### config.mk
export PLATFORM = sky130hd
export DESIGN_NAME = brc_decide
export DESIGN_NICKNAME = d
export VERILOG_FILES = /design/src/rtl/brc_pkg.sv /design/src/rtl/brc_cond.sv /design/src/rtl/brc_target.sv /design/src/rtl/brc_decide.sv
export SDC_FILE = /design/constraint.sdc
export NUM_CORES = 1
export LEC_CHECK = 0
export ABC_AREA = 0
export CAP_MARGIN = 0
export CORE_ASPECT_RATIO = 1.5
export CORE_MARGIN = 3
export CORE_UTILIZATION = 39
export CTS_CLUSTER_SIZE = 40
export DETAILED_ROUTE_END_ITERATION = 10
export PLACE_DENSITY = 0.77
export SLEW_MARGIN = 20
export SYNTH_ARGS = -nofsm -noshare
export SYNTH_HDL_FRONTEND = slang
export SYNTH_SLANG_ARGS = --single-unit
### constraint.sdc
create_clock -name clk -period 2.9 [get_ports clk]
set_clock_uncertainty 0.2 [all_clocks]
set_input_delay 0.725 -clock clk [delete_from_list [all_inputs] [get_ports clk]]
set_output_delay 0.725 -clock clk [all_outputs]
set_load 0.05 [all_outputs]
### src/rtl/brc_pkg.sv
package brc_pkg;

  typedef enum logic [3:0] {
    BK_ACC_ZERO    = 4'd0,
    BK_ACC_NZ      = 4'd1,
    BK_CY_SET      = 4'd2,
    BK_CY_CLR      = 4'd3,
    BK_BIT_SET     = 4'd4,
    BK_BIT_CLR     = 4'd5,
    BK_BIT_SET_CLR = 4'd6,
    BK_CMP_NE      = 4'd7,
    BK_DEC_NZ      = 4'd8
  } br_kind_e;

  localparam int KIND_W = 4;

endpackage

### src/rtl/brc_cond.sv
module brc_cond
  import brc_pkg::*;
#(
  parameter int DATA_W = 8
) (
  input  logic [KIND_W-1:0] kind_i,
  input  logic [DATA_W-1:0] acc_i,
  input  logic              cy_i,
  input  logic              bit_i,
  input  logic [DATA_W-1:0] a_i,
  input  logic [DATA_W-1:0] b_i,
  input  logic [DATA_W-1:0] src_i,
  output logic              take_o,
  output logic              cy_o,
  output logic              clr_o,
  output logic [DATA_W-1:0] dec_o,
  output logic              dec_wr_o
);

  localparam logic [DATA_W-1:0] ZERO = '0;
  localparam logic [DATA_W-1:0] ONE  = {{(DATA_W-1){1'b0}}, 1'b1};

  logic acc_is_zero;
  logic ops_differ;
  logic a_below_b;
  logic dec_nonzero;

  assign acc_is_zero = (acc_i == ZERO);
  assign ops_differ  = (a_i != b_i);
  assign a_below_b   = (a_i < b_i);
  assign dec_o       = src_i - ONE;
  assign dec_nonzero = (dec_o != ZERO);

  always_comb begin
    take_o   = 1'b0;
    cy_o     = cy_i;
    clr_o    = 1'b0;
    dec_wr_o = 1'b0;
    case (kind_i)
      BK_ACC_ZERO:    take_o = acc_is_zero;
      BK_ACC_NZ:      take_o = !acc_is_zero;
      BK_CY_SET:      take_o = cy_i;
      BK_CY_CLR:      take_o = !cy_i;
      BK_BIT_SET:     take_o = bit_i;
      BK_BIT_CLR:     take_o = !bit_i;
      BK_BIT_SET_CLR: begin
        take_o = bit_i;
        clr_o  = bit_i;
      end
      BK_CMP_NE: begin
        take_o = ops_differ;
        cy_o   = a_below_b;
      end
      BK_DEC_NZ: begin
        take_o   = dec_nonzero;
        dec_wr_o = 1'b1;
      end
      default: take_o = 1'b0;
    endcase
  end

endmodule

### src/rtl/brc_target.sv
module brc_target #(
  parameter int ADDR_W = 16,
  parameter int DISP_W = 8
) (
  input  logic [ADDR_W-1:0] pc_i,
  input  logic [DISP_W-1:0] disp_i,
  output logic [ADDR_W-1:0] tgt_o
);

  logic [ADDR_W-1:0] disp_ext;

  generate
    if (DISP_W < ADDR_W) begin : g_extend
      assign disp_ext = {{(ADDR_W-DISP_W){disp_i[DISP_W-1]}}, disp_i};
    end else begin : g_trunc
      assign disp_ext = disp_i[ADDR_W-1:0];
    end
  endgenerate

  assign tgt_o = pc_i + disp_ext;

endmodule

### src/rtl/brc_decide.sv
module brc_decide
  import brc_pkg::*;
#(
  parameter int DATA_W = 8,
  parameter int ADDR_W = 16,
  parameter int DISP_W = 8
) (
  input  logic              clk,
  input  logic              rst,
  input  logic              req_valid,
  input  logic [3:0]        br_kind,
  input  logic [DATA_W-1:0] acc,
  input  logic              cy_in,
  input  logic              bit_val,
  input  logic [DATA_W-1:0] cmp_a,
  input  logic [DATA_W-1:0] cmp_b,
  input  logic [DATA_W-1:0] dec_src,
  input  logic [ADDR_W-1:0] pc_next,
  input  logic [DISP_W-1:0] disp,
  output logic              res_valid,
  output logic              taken,
  output logic [ADDR_W-1:0] pc_out,
  output logic              cy_out,
  output logic              bit_clr,
  output logic [DATA_W-1:0] dec_val,
  output logic              dec_we
);

  logic              c_take;
  logic              c_cy;
  logic              c_clr;
  logic [DATA_W-1:0] c_dec;
  logic              c_dec_wr;
  logic [ADDR_W-1:0] c_tgt;

  brc_cond #(.DATA_W(DATA_W)) u_cond (
    .kind_i   (br_kind),
    .acc_i    (acc),
    .cy_i     (cy_in),
    .bit_i    (bit_val),
    .a_i      (cmp_a),
    .b_i      (cmp_b),
    .src_i    (dec_src),
    .take_o   (c_take),
    .cy_o     (c_cy),
    .clr_o    (c_clr),
    .dec_o    (c_dec),
    .dec_wr_o (c_dec_wr)
  );

  brc_target #(.ADDR_W(ADDR_W), .DISP_W(DISP_W)) u_target (
    .pc_i   (pc_next),
    .disp_i (disp),
    .tgt_o  (c_tgt)
  );

  always_ff @(posedge clk) begin
    if (rst) begin
      res_valid <= 1'b0;
      taken     <= 1'b0;
      pc_out    <= '0;
      cy_out    <= 1'b0;
      bit_clr   <= 1'b0;
      dec_val   <= '0;
      dec_we    <= 1'b0;
    end else begin
      res_valid <= req_valid;
      if (req_valid) begin
        taken   <= c_take;
        pc_out  <= c_take ? c_tgt : pc_next;
        cy_out  <= c_cy;
        bit_clr <= c_clr;
        dec_val <= c_dec;
        dec_we  <= c_dec_wr;
      end
    end
  end

  // a result follows every request by one cycle
  assert_res_follows_req_R1: assert property (@(posedge clk) disable iff (rst)
    req_valid |=> res_valid);

  // outputs hold when no request was presented
  assert_hold_idle_R1: assert property (@(posedge clk) disable iff (rst)
    !req_valid |=> ($stable(pc_out) && $stable(taken) && $stable(cy_out) && $stable(dec_val)));

  // fall-through address on a not-taken branch
  assert_fallthrough_R3: assert property (@(posedge clk) disable iff (rst)
    (res_valid && !taken) |-> (pc_out == $past(pc_next)));

  // clear request only accompanies a taken branch
  assert_clr_needs_take_R7: assert property (@(posedge clk) disable iff (rst)
    bit_clr |-> taken);

  // compare carry from unsigned magnitude
  assert_cmp_carry_R8: assert property (@(posedge clk) disable iff (rst)
    (res_valid && ($past(br_kind) == BK_CMP_NE)) |-> (cy_out == ($past(cmp_a) < $past(cmp_b))));

  // write-back only for decrement-and-branch
  assert_we_kind_R10: assert property (@(posedge clk) disable iff (rst)
    (res_valid && dec_we) |-> ($past(br_kind) == BK_DEC_NZ));

  // undefined kinds have no effect
  assert_undef_inert_R11: assert property (@(posedge clk) disable iff (rst)
    (res_valid && ($past(br_kind) > 4'd8)) |-> (!taken && !bit_clr && !dec_we));

endmodule

# Yosys cells after proc, flatten, opt, wreduce, memory -nomap -nowiden
# Cells that the tools add are included.
[word_totals]
register_bits = 29
output_inout_bits = 29
[classes]
add_sub_neg = 2
order_cmp = 1
n_eq_ne = 9
n_mux = 5
reduce_logical = 7
[ops]
columns = ["cell", "n"]
rows = [
  ["16-bit adder", 1],
  ["4-bit by 3-bit == test with 1-bit output, second input constant", 4],
  ["16-bit 2-to-1 mux", 1],
  ["4-bit by 2-bit == test with 1-bit output, second input constant", 2],
  ["8-bit logical NOT", 1],
  ["8-bit < comparator", 1],
  ["8-bit != test", 1],
  ["1-bit case mux with 8 select lines", 1],
  ["8-bit nonzero test", 1],
  ["8-bit by 1-bit subtractor with 8-bit output, second input constant", 1],
  ["4-bit by 1-bit == test with 1-bit output, second input constant", 1],
  ["4-bit == test, second input constant", 1],
  ["4-bit logical NOT", 1],
  ["1-bit logical NOT", 3],
  ["1-bit 2-to-1 mux", 3],
  ["2-bit OR reduction", 1],
]

# Logic depth before layout (Yosys ltp)
# Gate-level depths: netlist (run 1).
[depth]
depth_word = 4
depth_mapped = 11

# Hierarchy
# A second synthesis (run 1) with hierarchy kept.
[hier_totals]
hier_cells = 277
hier_area_um2 = 2373.5
[by_module_without_submodules]
columns = ["mod", "n_inst", "cells_each", "area_each_um2", "seq_area_each_um2"]
rows = [
  ["brc_decide", 1, 112, 1162.4, 580.6],
  ["brc_target", 1, 98, 724.4, 0.0],
  ["brc_cond", 1, 67, 486.7, 0.0],
]

# Worst setup path before layout (run 1)
# Ideal clock, no wire load.
[synth_path]
kind = "input to register"
startpoint = "input port pc_next[0]"
endpoint = "register pc_out[14]"
setup_ns = 0.087
arrival_time_ns = 2.631
setup_slack_ns = -0.018
cell_stages = 10
path_buffers = 0
cell_sequence = "ha_1 inv_1 fa_1 nor2b_1 o31a_1 o21ai_0 o21ai_0 nor4_1 a311o_1 o31ai_1"
[synth_via]
elab_chain_cells = 2
[synth_rtl]
columns = ["item", "line", "rtl"]
rows = [
  ["start: declaration", "brc_decide.sv:18", "input logic [ADDR_W-1:0] pc_next,"],
  ["16-bit adder", "brc_target.sv:20", "assign tgt_o = pc_i + disp_ext;"],
  ["16-bit 2-to-1 mux", "brc_decide.sv:70", "pc_out <= c_take ? c_tgt : pc_next;"],
  ["end signal: assignment", "brc_decide.sv:70", ""],
  ["end: declaration", "brc_decide.sv:22", "output logic [ADDR_W-1:0] pc_out,"],
]
# No other way between the ends.
# A chain may end at the register's enable or synchronous reset.

# Worst setup path in the final report (run 1)
[layout_path]
startpoint = "input port acc[3]"
endpoint = "register pc_out[11]"
[layout_via]
elab_chain_cells = 4
[layout_rtl]
columns = ["item", "line", "rtl"]
rows = [
  ["start: declaration", "brc_decide.sv:12", "input logic [DATA_W-1:0] acc,"],
  ["8-bit logical NOT *", "brc_cond.sv:28", "assign acc_is_zero = (acc_i == ZERO);"],
  ["1-bit logical NOT", "brc_cond.sv:41", "BK_ACC_NZ: take_o = !acc_is_zero;"],
  ["1-bit case mux with 8 select lines *", "brc_cond.sv:39", "case (kind_i)"],
  ["16-bit 2-to-1 mux *", "brc_decide.sv:70", ""],
]
# Mark *: on every way between the ends. The rest lies on a longest branch, timed or not.

==> tab_implementation.tex, run 1 <==
\begin{tabular}{lr}
\hline
Metric & Value \\
\hline
\multicolumn{2}{l}{\textbf{Timing}} \\
Final count of negative-setup-slack endpoints & 0 \\
Fin. Hold Viols & 0 \\
Fin. max-slew vios & 0 \\
Setup repair after global routing missed its margin & true \\
Final worst path period need & 2.82 ns \\
Maximum operating frequency & 354 MHz \\
Setup total negative slack & 0 ns \\
Share of the clock period used by the worst path after layout & between 90 and 100\% \\
Tightest slew margin relative to the limit & 63.8\% \\
Transition time at the pin with the least slew margin & 0.542 ns \\
\multicolumn{2}{l}{\textbf{Critical path}} \\
Top Family by Delay on Critical Path & compound AO/OA/AOI/OAI gates \\
Worst path max stage delay & 0.40 ns \\
Critical path class & input port to register \\
Critical Path RT & approximately 2.9 ns \\
Critical path fanouts, max & 8 \\
Slowest stage cell, crit path & clkdlybuf4s50\_1 \\
Worst path arrival time & 2.77 ns \\
Setup crit start kind & input port \\
Critical Path End Type & register \\
Sequence of cells on the critical path & clkdlybuf4s50\_1, nor4\_1, a32o\_2, o32ai\_2, a21oi\_2, a2bb2oi\_4, buf\_6, mux2i\_1, a211oi\_1 \\
Buffers \& Inverters on Critical Path & 2 \\
\multicolumn{2}{l}{\textbf{Yosys}} \\
Sequential share of the synthesized area & 25.8\% \\
Dominant combinational cell family by area after synthesis & compound AO/OA/AOI/OAI gates \\
Adder-cell share of the synthesized area & 14.8\% \\
Register bit count reported by yosys & 29 \\
Cell count after synthesis & between 200 and 300 \\
Number of distinct library cells after synthesis & between 40 and 50 \\
Post-Synthesis Net Count & 365 \\
Simple-gate share of the synthesized area & a little under a fifth \\
Number of enable flip-flop cells after synthesis & 0 \\
Async set or reset register ratio after synthesis & 0\% \\
Predominant post-synthesis flop cell & dfxtp\_1 \\
Multiplexer share of the synthesized area & under 10\% \\
Post-synthesis average cell area & 8.20 um\^{}2 \\
Fraction of the mapped netlist area in compound gates & 22.4\% \\
Area of the mapped netlist & approximately 0.0022 mm\^{}2 \\
Post-synthesis share of cell area spent on xor and xnor gates & 6.24\% \\
Synthesis Warnings & 0 \\
\multicolumn{2}{l}{\textbf{Clock tree}} \\
CTS Buf Count & 5 \\
Maximum level of the CTS H-tree & 2 \\
Register clock-pin slew on the reported worst setup and hold paths & 0.06 ns \\
Clock Path Buffers & 2 \\
Clock latency on the worst-skew pair & 0.28 ns \\
Clock tree from TritonCTS & yes \\
Root buffer cell & clkbuf\_8 \\
Sink Count & 29 \\
\multicolumn{2}{l}{\textbf{Die}} \\
Number of core rows & 33 \\
Count of boundary I/O pins & 94 \\
Die area & about 0.0067 mm\^{}2 \\
Horiz. Die Dim & between 60 and 70 um \\
Chip Height & between 90 and 100 um \\
Area of the core region & 0.00553 mm\^{}2 \\
Initial core utilization & 40.6\% \\
\multicolumn{2}{l}{\textbf{Power}} \\
LEAKAGE & 1.80 nW \\
Maximum vdd drop & 375 uV \\
Ratio of total power to cell area & between 300 and 400 mW/mm\^{}2 \\
\multicolumn{2}{l}{\textbf{Finish}} \\
Antenna diode instance count & 0 \\
Fillcell total & 410 \\
Area Overhead vs Synth & 82.0\% \\
Final standard cell utilization of the core & 73.9\% \\
Leading cell types in the layout, fill and taps excluded & buf\_4 (60), clkdlybuf4s50\_1 (52), nor2\_1 (38), dfxtp\_1 (29), dlygate4sd2\_1 (23) \\
Final nets & roughly 520 \\
Most common library cell in the layout ignoring fill and taps & buf\_4 \\
Share of cells above drive strength 1 & roughly 31\% \\
\multicolumn{2}{l}{\textbf{Place}} \\
Last weighted congestion value of the routability-driven placer & 0.910 \\
Detailed placer's ending HPWL & 5.53 mm \\
Number of buffers inserted by port buffering & between 90 and 100 \\
\multicolumn{2}{l}{\textbf{GRT}} \\
Vias in the first global route & 2632 \\
Global-route wire length before repair & 11.2 mm \\
Global-route usage over all layers & a little over a fifth \\
Number of antenna violations at the first check in global routing & 0 \\
Largest net degree at the start of global routing & 25 \\
Total gr overflow & 0 \\
\multicolumn{2}{l}{\textbf{Route}} \\
Via count & around 2600 \\
Total length of routed wires & about 7.5 mm \\
Mean routed wirelength per cell & about 15 um \\
Number of vias per cell after detailed routing & 5.26 \\
DRT antenna net count & 0 \\
Detailed Routing Iterations Pass 1 & 4 \\
Violation count after the first detailed-routing iteration & between 50 and 60 \\
Remaining routing DRC violations & 0 \\
\multicolumn{2}{l}{\textbf{Min path}} \\
Classification of the worst-slack hold path & register to register \\
\multicolumn{2}{l}{\textbf{Job}} \\
Maximum capacitance violations & 0 \\
\multicolumn{2}{l}{\textbf{Status}} \\
Run status & complete, no violations \\
\hline
\end{tabular}
[registers in the layout, indices dropped and copies added (netlist names)]
signal / cells
cy_out: 1
pc_out: 16
res_valid: 1
dec_val: 8
taken: 1
dec_we: 1
bit_clr: 1
[report_power, final]
part / switching [mW] / internal (mW)
logic: 0.363 / 0.346
registers: 0.0157 / 0.429
clock network: 0.168 / 0.165
total: 0.546 / 0.940
[layout make-up]
type / count / area (um^2) / area share (%)
clock buffers: 5 / 68.8 / 1.68
flip-flops and latches: 29 / 581 / 14.2
repair buffers: 156 / 1380 / 33.7
multi-input cells: 218 / 1900 / 46.5
clock inverters: 3 / 17.5 / 0.428
well taps: 70 / 87.6 / 2.14
inverters: 15 / 56.3 / 1.38
[metal layers]
layer / vias to the layer above / GRT usage (%) / wire (um)
met5: - / 0 / 0
met4: 0 / 8.42 / 138
met3: 13 / 3.31 / 491
met2: 84 / 41.0 / 4160
met1: 1211 / 21.2 / 2670
li1: 1301 / - / -
[metrics by stage]
| stage | instances | hold slack (ns) | worst slack [ns] | power, mW | area [um^2] |
|---|---|---|---|---|---|
| 2_1_floorplan | 274 | 0.491 | 0.00550 | 0.796 | 2250 |
| 3_3_place_gp | 480 | 0.254 | -0.655 | 1.07 | 3630 |
| 3_5_place_dp | 480 | 0.269 | -0.669 | 1.08 | 3630 |
| 4_1_cts | 492 | 0.279 | 0.00278 | 1.46 | 3910 |
| 5_1_grt | 496 | 0.306 | -0.0431 | 1.57 | 4090 |
| 6_report | 496 | 0.268 | 0.0758 | 1.49 | 4090 |
[worst min-delay path: cells and delay by family (launching register included)]
family | cells | cell delay (ns)
DFF | 1 | 0.31
AOI/OAI and AO/OA | 1 | 0.05
and+or+nand+nor | 1 | 0.06
[final timing paths]
kind                                 start    endpoint  slack, ns  cells after the start
worst min register to register     bit_clr     bit_clr       0.27                      2
worst max-delay path                acc[3]  pc_out[11]       0.08                      9
worst max register to register  pc_out[14]  pc_out[14]       1.93                      3
worst min-delay path               bit_clr     bit_clr       0.27                      2
[cells by family after synthesis]
family          Yosys count
compound gates           75
xor+xnor                 16
fa+ha+maj                26
buf+inv                  27
flops                    29
mux                      16
simple gates             85
[repair_timing]
action	in CTS	in global routing
resized for setup	80	43
setup buffers	4	4
gates cloned	0	0
pin swaps	36	25
setup endpoints to repair	17	16
hold buffers	0	0
[synthesized netlist by cell type (all sizes together) (2+ instances only)]
cell type / instances / area share (%)
a211oi: 21 / 7.0
nand4: 5 / 1.4
xor2: 7 / 2.7
nor3: 5 / 1.1
dfxtp: 29 / 26
a311oi: 4 / 1.6
or3: 3 / 0.84
clkbuf: 9 / 1.5
nand2: 15 / 2.5
a21oi: 15 / 3.3
nand2b: 6 / 1.7
inv: 15 / 2.5
a21o: 5 / 1.7
o21ai: 15 / 3.3
nor4: 3 / 1.5
xnor2: 9 / 3.5
ha: 25 / 14
nor2: 39 / 6.5
mux2: 2 / 1.0
buf: 3 / 0.89
nor2b: 2 / 0.56
o21a: 3 / 1.0
o211ai: 2 / 0.67
mux2i: 14 / 6.2
Note: power is estimated with default switching activity, not from simulation.
==> run 2: changes to the inputs <==
Settings changed: CORE_UTILIZATION 39 to 43, PLACE_DENSITY 0.77 to 0.81.
Clock period 2.9 ns to 3.03 ns, I/O delays scaled along.
==> tab_implementation.tex, run 2 (synthesis results as in run 1) <==
\begin{tabular}{lr}
\hline
Metric & Value \\
\hline
\multicolumn{2}{l}{\textbf{Critical path}} \\
Critical path fanouts, max & 3 (-5) \\
Critical Path End Type & register \\
Top Family by Delay on Critical Path & compound AO/OA/AOI/OAI gates \\
Worst path max stage delay & 0.44 ns (+0.04 ns) \\
Worst path arrival time & 3.03 ns (+0.26 ns) \\
Critical register-to-register path startpoint & pc\_out[6] \\
Sequence of cells on the critical path & clkdlybuf4s50\_1, ha\_1, buf\_4, nand4\_1, o311ai\_2, xnor2\_1, or3\_1, a311oi\_1 \\
Setup crit start kind & input port \\
Critical path class & input port to register \\
R2R cell count & 2 (-1) \\
Buffers \& Inverters on Critical Path & 2 (unchanged) \\
Terminus of the critical flop-to-flop path & pc\_out[6] \\
Slowest stage cell, crit path & clkdlybuf4s50\_1 \\
Critical Path RT & 3.02 ns (+0.17 ns) \\
Register-to-Register Setup Slack & 2.00 ns (+0.07 ns) \\
\multicolumn{2}{l}{\textbf{Route}} \\
Total length of routed wires & 9.57 mm (+28\%) \\
Detailed Routing Iterations Pass 1 & 5 (+1) \\
Violation count after the first detailed-routing iteration & 194 (+280\%) \\
Number of vias per cell after detailed routing & 5.77 (+9.7\%) \\
Via count & 2833 (+8.6\%) \\
DRT antenna net count & 0 (unchanged) \\
Mean routed wirelength per cell & 19.5 um (+30\%) \\
Remaining routing DRC violations & 0 (unchanged) \\
\multicolumn{2}{l}{\textbf{Timing}} \\
Final count of negative-setup-slack endpoints & 2 (+2) \\
Worst setup margin & -0.0153 ns (-0.0911 ns) \\
Share of the clock period used by the worst path after layout & 101\% \\
Fin. max-slew vios & 0 (unchanged) \\
Setup repair after global routing missed its margin & true \\
Tightest slew margin relative to the limit & 62.6\% (-1.2 points) \\
Final worst path period need & 3.05 ns \\
Fin. Hold Viols & 0 (unchanged) \\
Transition time at the pin with the least slew margin & 0.560 ns (+0.0178 ns) \\
Maximum operating frequency & 328 MHz \\
\multicolumn{2}{l}{\textbf{Status}} \\
Run status & finished with violations \\
Violated checks & setup timing \\
\multicolumn{2}{l}{\textbf{Die}} \\
Initial core utilization & 45.6\% (+5.0 points) \\
Area of the core region & 0.00493 mm\^{}2 (-11\%) \\
Number of core rows & 31 (-6.1\%) \\
Count of boundary I/O pins & 94 (unchanged) \\
Horiz. Die Dim & 65.0 um (-4.3\%) \\
Die area & 0.00615 mm\^{}2 (-8.6\%) \\
Chip Height & 94.5 um (-4.5\%) \\
\multicolumn{2}{l}{\textbf{Clock tree}} \\
Clock latency on the worst-skew pair & 0.28 ns (about the same) \\
Clock Path Buffers & 2 (unchanged) \\
Root buffer cell & clkbuf\_8 \\
Register clock-pin slew on the reported worst setup and hold paths & 0.06 ns (about the same) \\
Sink Count & 29 (unchanged) \\
CTS Buf Count & 5 (unchanged) \\
Cts hold-fix bufs & 0 (unchanged) \\
Maximum level of the CTS H-tree & 2 (unchanged) \\
Clock tree from TritonCTS & yes \\
\multicolumn{2}{l}{\textbf{Place}} \\
Number of buffers inserted by port buffering & 93 (unchanged) \\
\# placed instances & 473 (-1.5\%) \\
Last weighted congestion value of the routability-driven placer & 0.918 (+0.88\%) \\
Pre-CTS setup slack & -0.600 ns (+0.0692 ns) \\
Detailed placer's ending HPWL & 5.68 mm (+2.7\%) \\
\multicolumn{2}{l}{\textbf{Finish}} \\
Footprint of the multi-input gates & 0.00190 mm\^{}2 (-0.13\%) \\
Area Overhead vs Synth & 84.2\% \\
Largest Register & pc\_out \\
Most common library cell in the layout ignoring fill and taps & clkdlybuf4s50\_1 \\
Share of cells above drive strength 1 & 28.9\% (-2.3 points) \\
Count of placed standard cells in the final layout, fillers left out & 491 (-1.0\%) \\
Final nets & 515 (-0.19\%) \\
Antenna diode instance count & 0 (unchanged) \\
Final standard cell utilization of the core & 84.0\% (+10 points) \\
Area taken by flip-flops and latches & 581 um\^{}2 (unchanged) \\
Largest regs & pc\_out: 16 flops, dec\_val: 8 flops \\
Max reg flops & 16 (unchanged) \\
Fillcell total & 284 (-31\%) \\
Leading cell types in the layout, fill and taps excluded & clkdlybuf4s50\_1 (71), buf\_4 (57), nor2\_1 (39), dfxtp\_1 (29), a211oi\_1 (16) \\
\multicolumn{2}{l}{\textbf{GRT}} \\
Vias in the first global route & 2775 (+5.4\%) \\
Total gr overflow & 0 (unchanged) \\
Global-route usage over all layers & 26.0\% (+4.8 points) \\
Largest net degree at the start of global routing & 29 (+16\%) \\
Number of antenna violations at the first check in global routing & 0 (unchanged) \\
Global-route wire length before repair & 12.8 mm (+14\%) \\
\multicolumn{2}{l}{\textbf{Min path}} \\
Beginning of the worst hold path & bit\_clr \\
Classification of the worst-slack hold path & register to register \\
Number of cells traversed by the worst hold path & 2 (unchanged) \\
Terminating pin of the worst hold path & bit\_clr \\
\multicolumn{2}{l}{\textbf{Power}} \\
Ratio of total power to cell area & 368 mW/mm\^{}2 (+1.3\%) \\
Maximum vdd drop & 311 uV (-17\%) \\
LEAKAGE & 1.79 nW (-0.39\%) \\
\multicolumn{2}{l}{\textbf{Job}} \\
Maximum capacitance violations & 0 (unchanged) \\
\hline
\end{tabular}
-- run 2: worst max-delay path by stage --
stage | start | to | cells after the start
finish | pc_next[12] | pc_out[15] | 8
global route | dec_src[4] | pc_out[4] | 9
CTS | pc_next[1] | pc_out[13] | 9
detailed placement | pc_next[0] | pc_out[12] | 12
global placement | pc_next[3] | pc_out[15] | 9
floorplan | pc_next[0] | pc_out[14] | 10
-- run 2: tightest hold or removal path, cell delays in order, from the launching register on --
cell	delay (ns)
dfxtp_1	0.31
nand2b_1	0.06
a21oi_1	0.05
-- run 2: cell type report --
cell class | count | share of cell area, %
multi-input combinational | 218 | 45.8
timing repair buffer | 155 | 34.3
clock inverter | 1 | 0.121
clock buffer | 7 | 2.33
tap | 66 | 2.00
sequential | 29 | 14.0
inverter | 15 | 1.36
-- run 2: layer usage --
layer	track usage (%)	share of wire, %	vias up
met2	51.2	56	132
met3	5.12	5.4	38
li1	-	-	1305
met1	25.6	34	1358
met4	11.4	4.3	0
met5	0	0	-
-- run 2: repair_timing --
item / in CTS / in global routing
pin swaps: 26 / 18
gates resized for setup: 47 / 40
setup buffers: 6 / 4
setup endpoints to repair: 16 / 16
-- run 2: where the power goes --
group | switching [mW] | leakage [nW] | internal, mW
combinational | 0.382 | 1.50 | 0.350
clock | 0.159 | 0.0542 | 0.205
sequential | 0.0165 | 0.240 | 0.411
total | 0.558 | 1.79 | 0.966
-- run 2: metrics by stage --
step / power, mW / TNS (ns) / cell area, um^2 / hold slack [ns]
floorplan: 0.762 / 0 / 2250 / 0.491
detailed placement: 1.04 / -6.58 / 3610 / 0.256
global route: 1.59 / -0.394 / 4140 / 0.309
CTS: 1.44 / -0.0501 / 3930 / 0.267
finish: 1.52 / -0.0153 / 4140 / 0.274
global placement: 1.02 / -6.21 / 3610 / 0.254
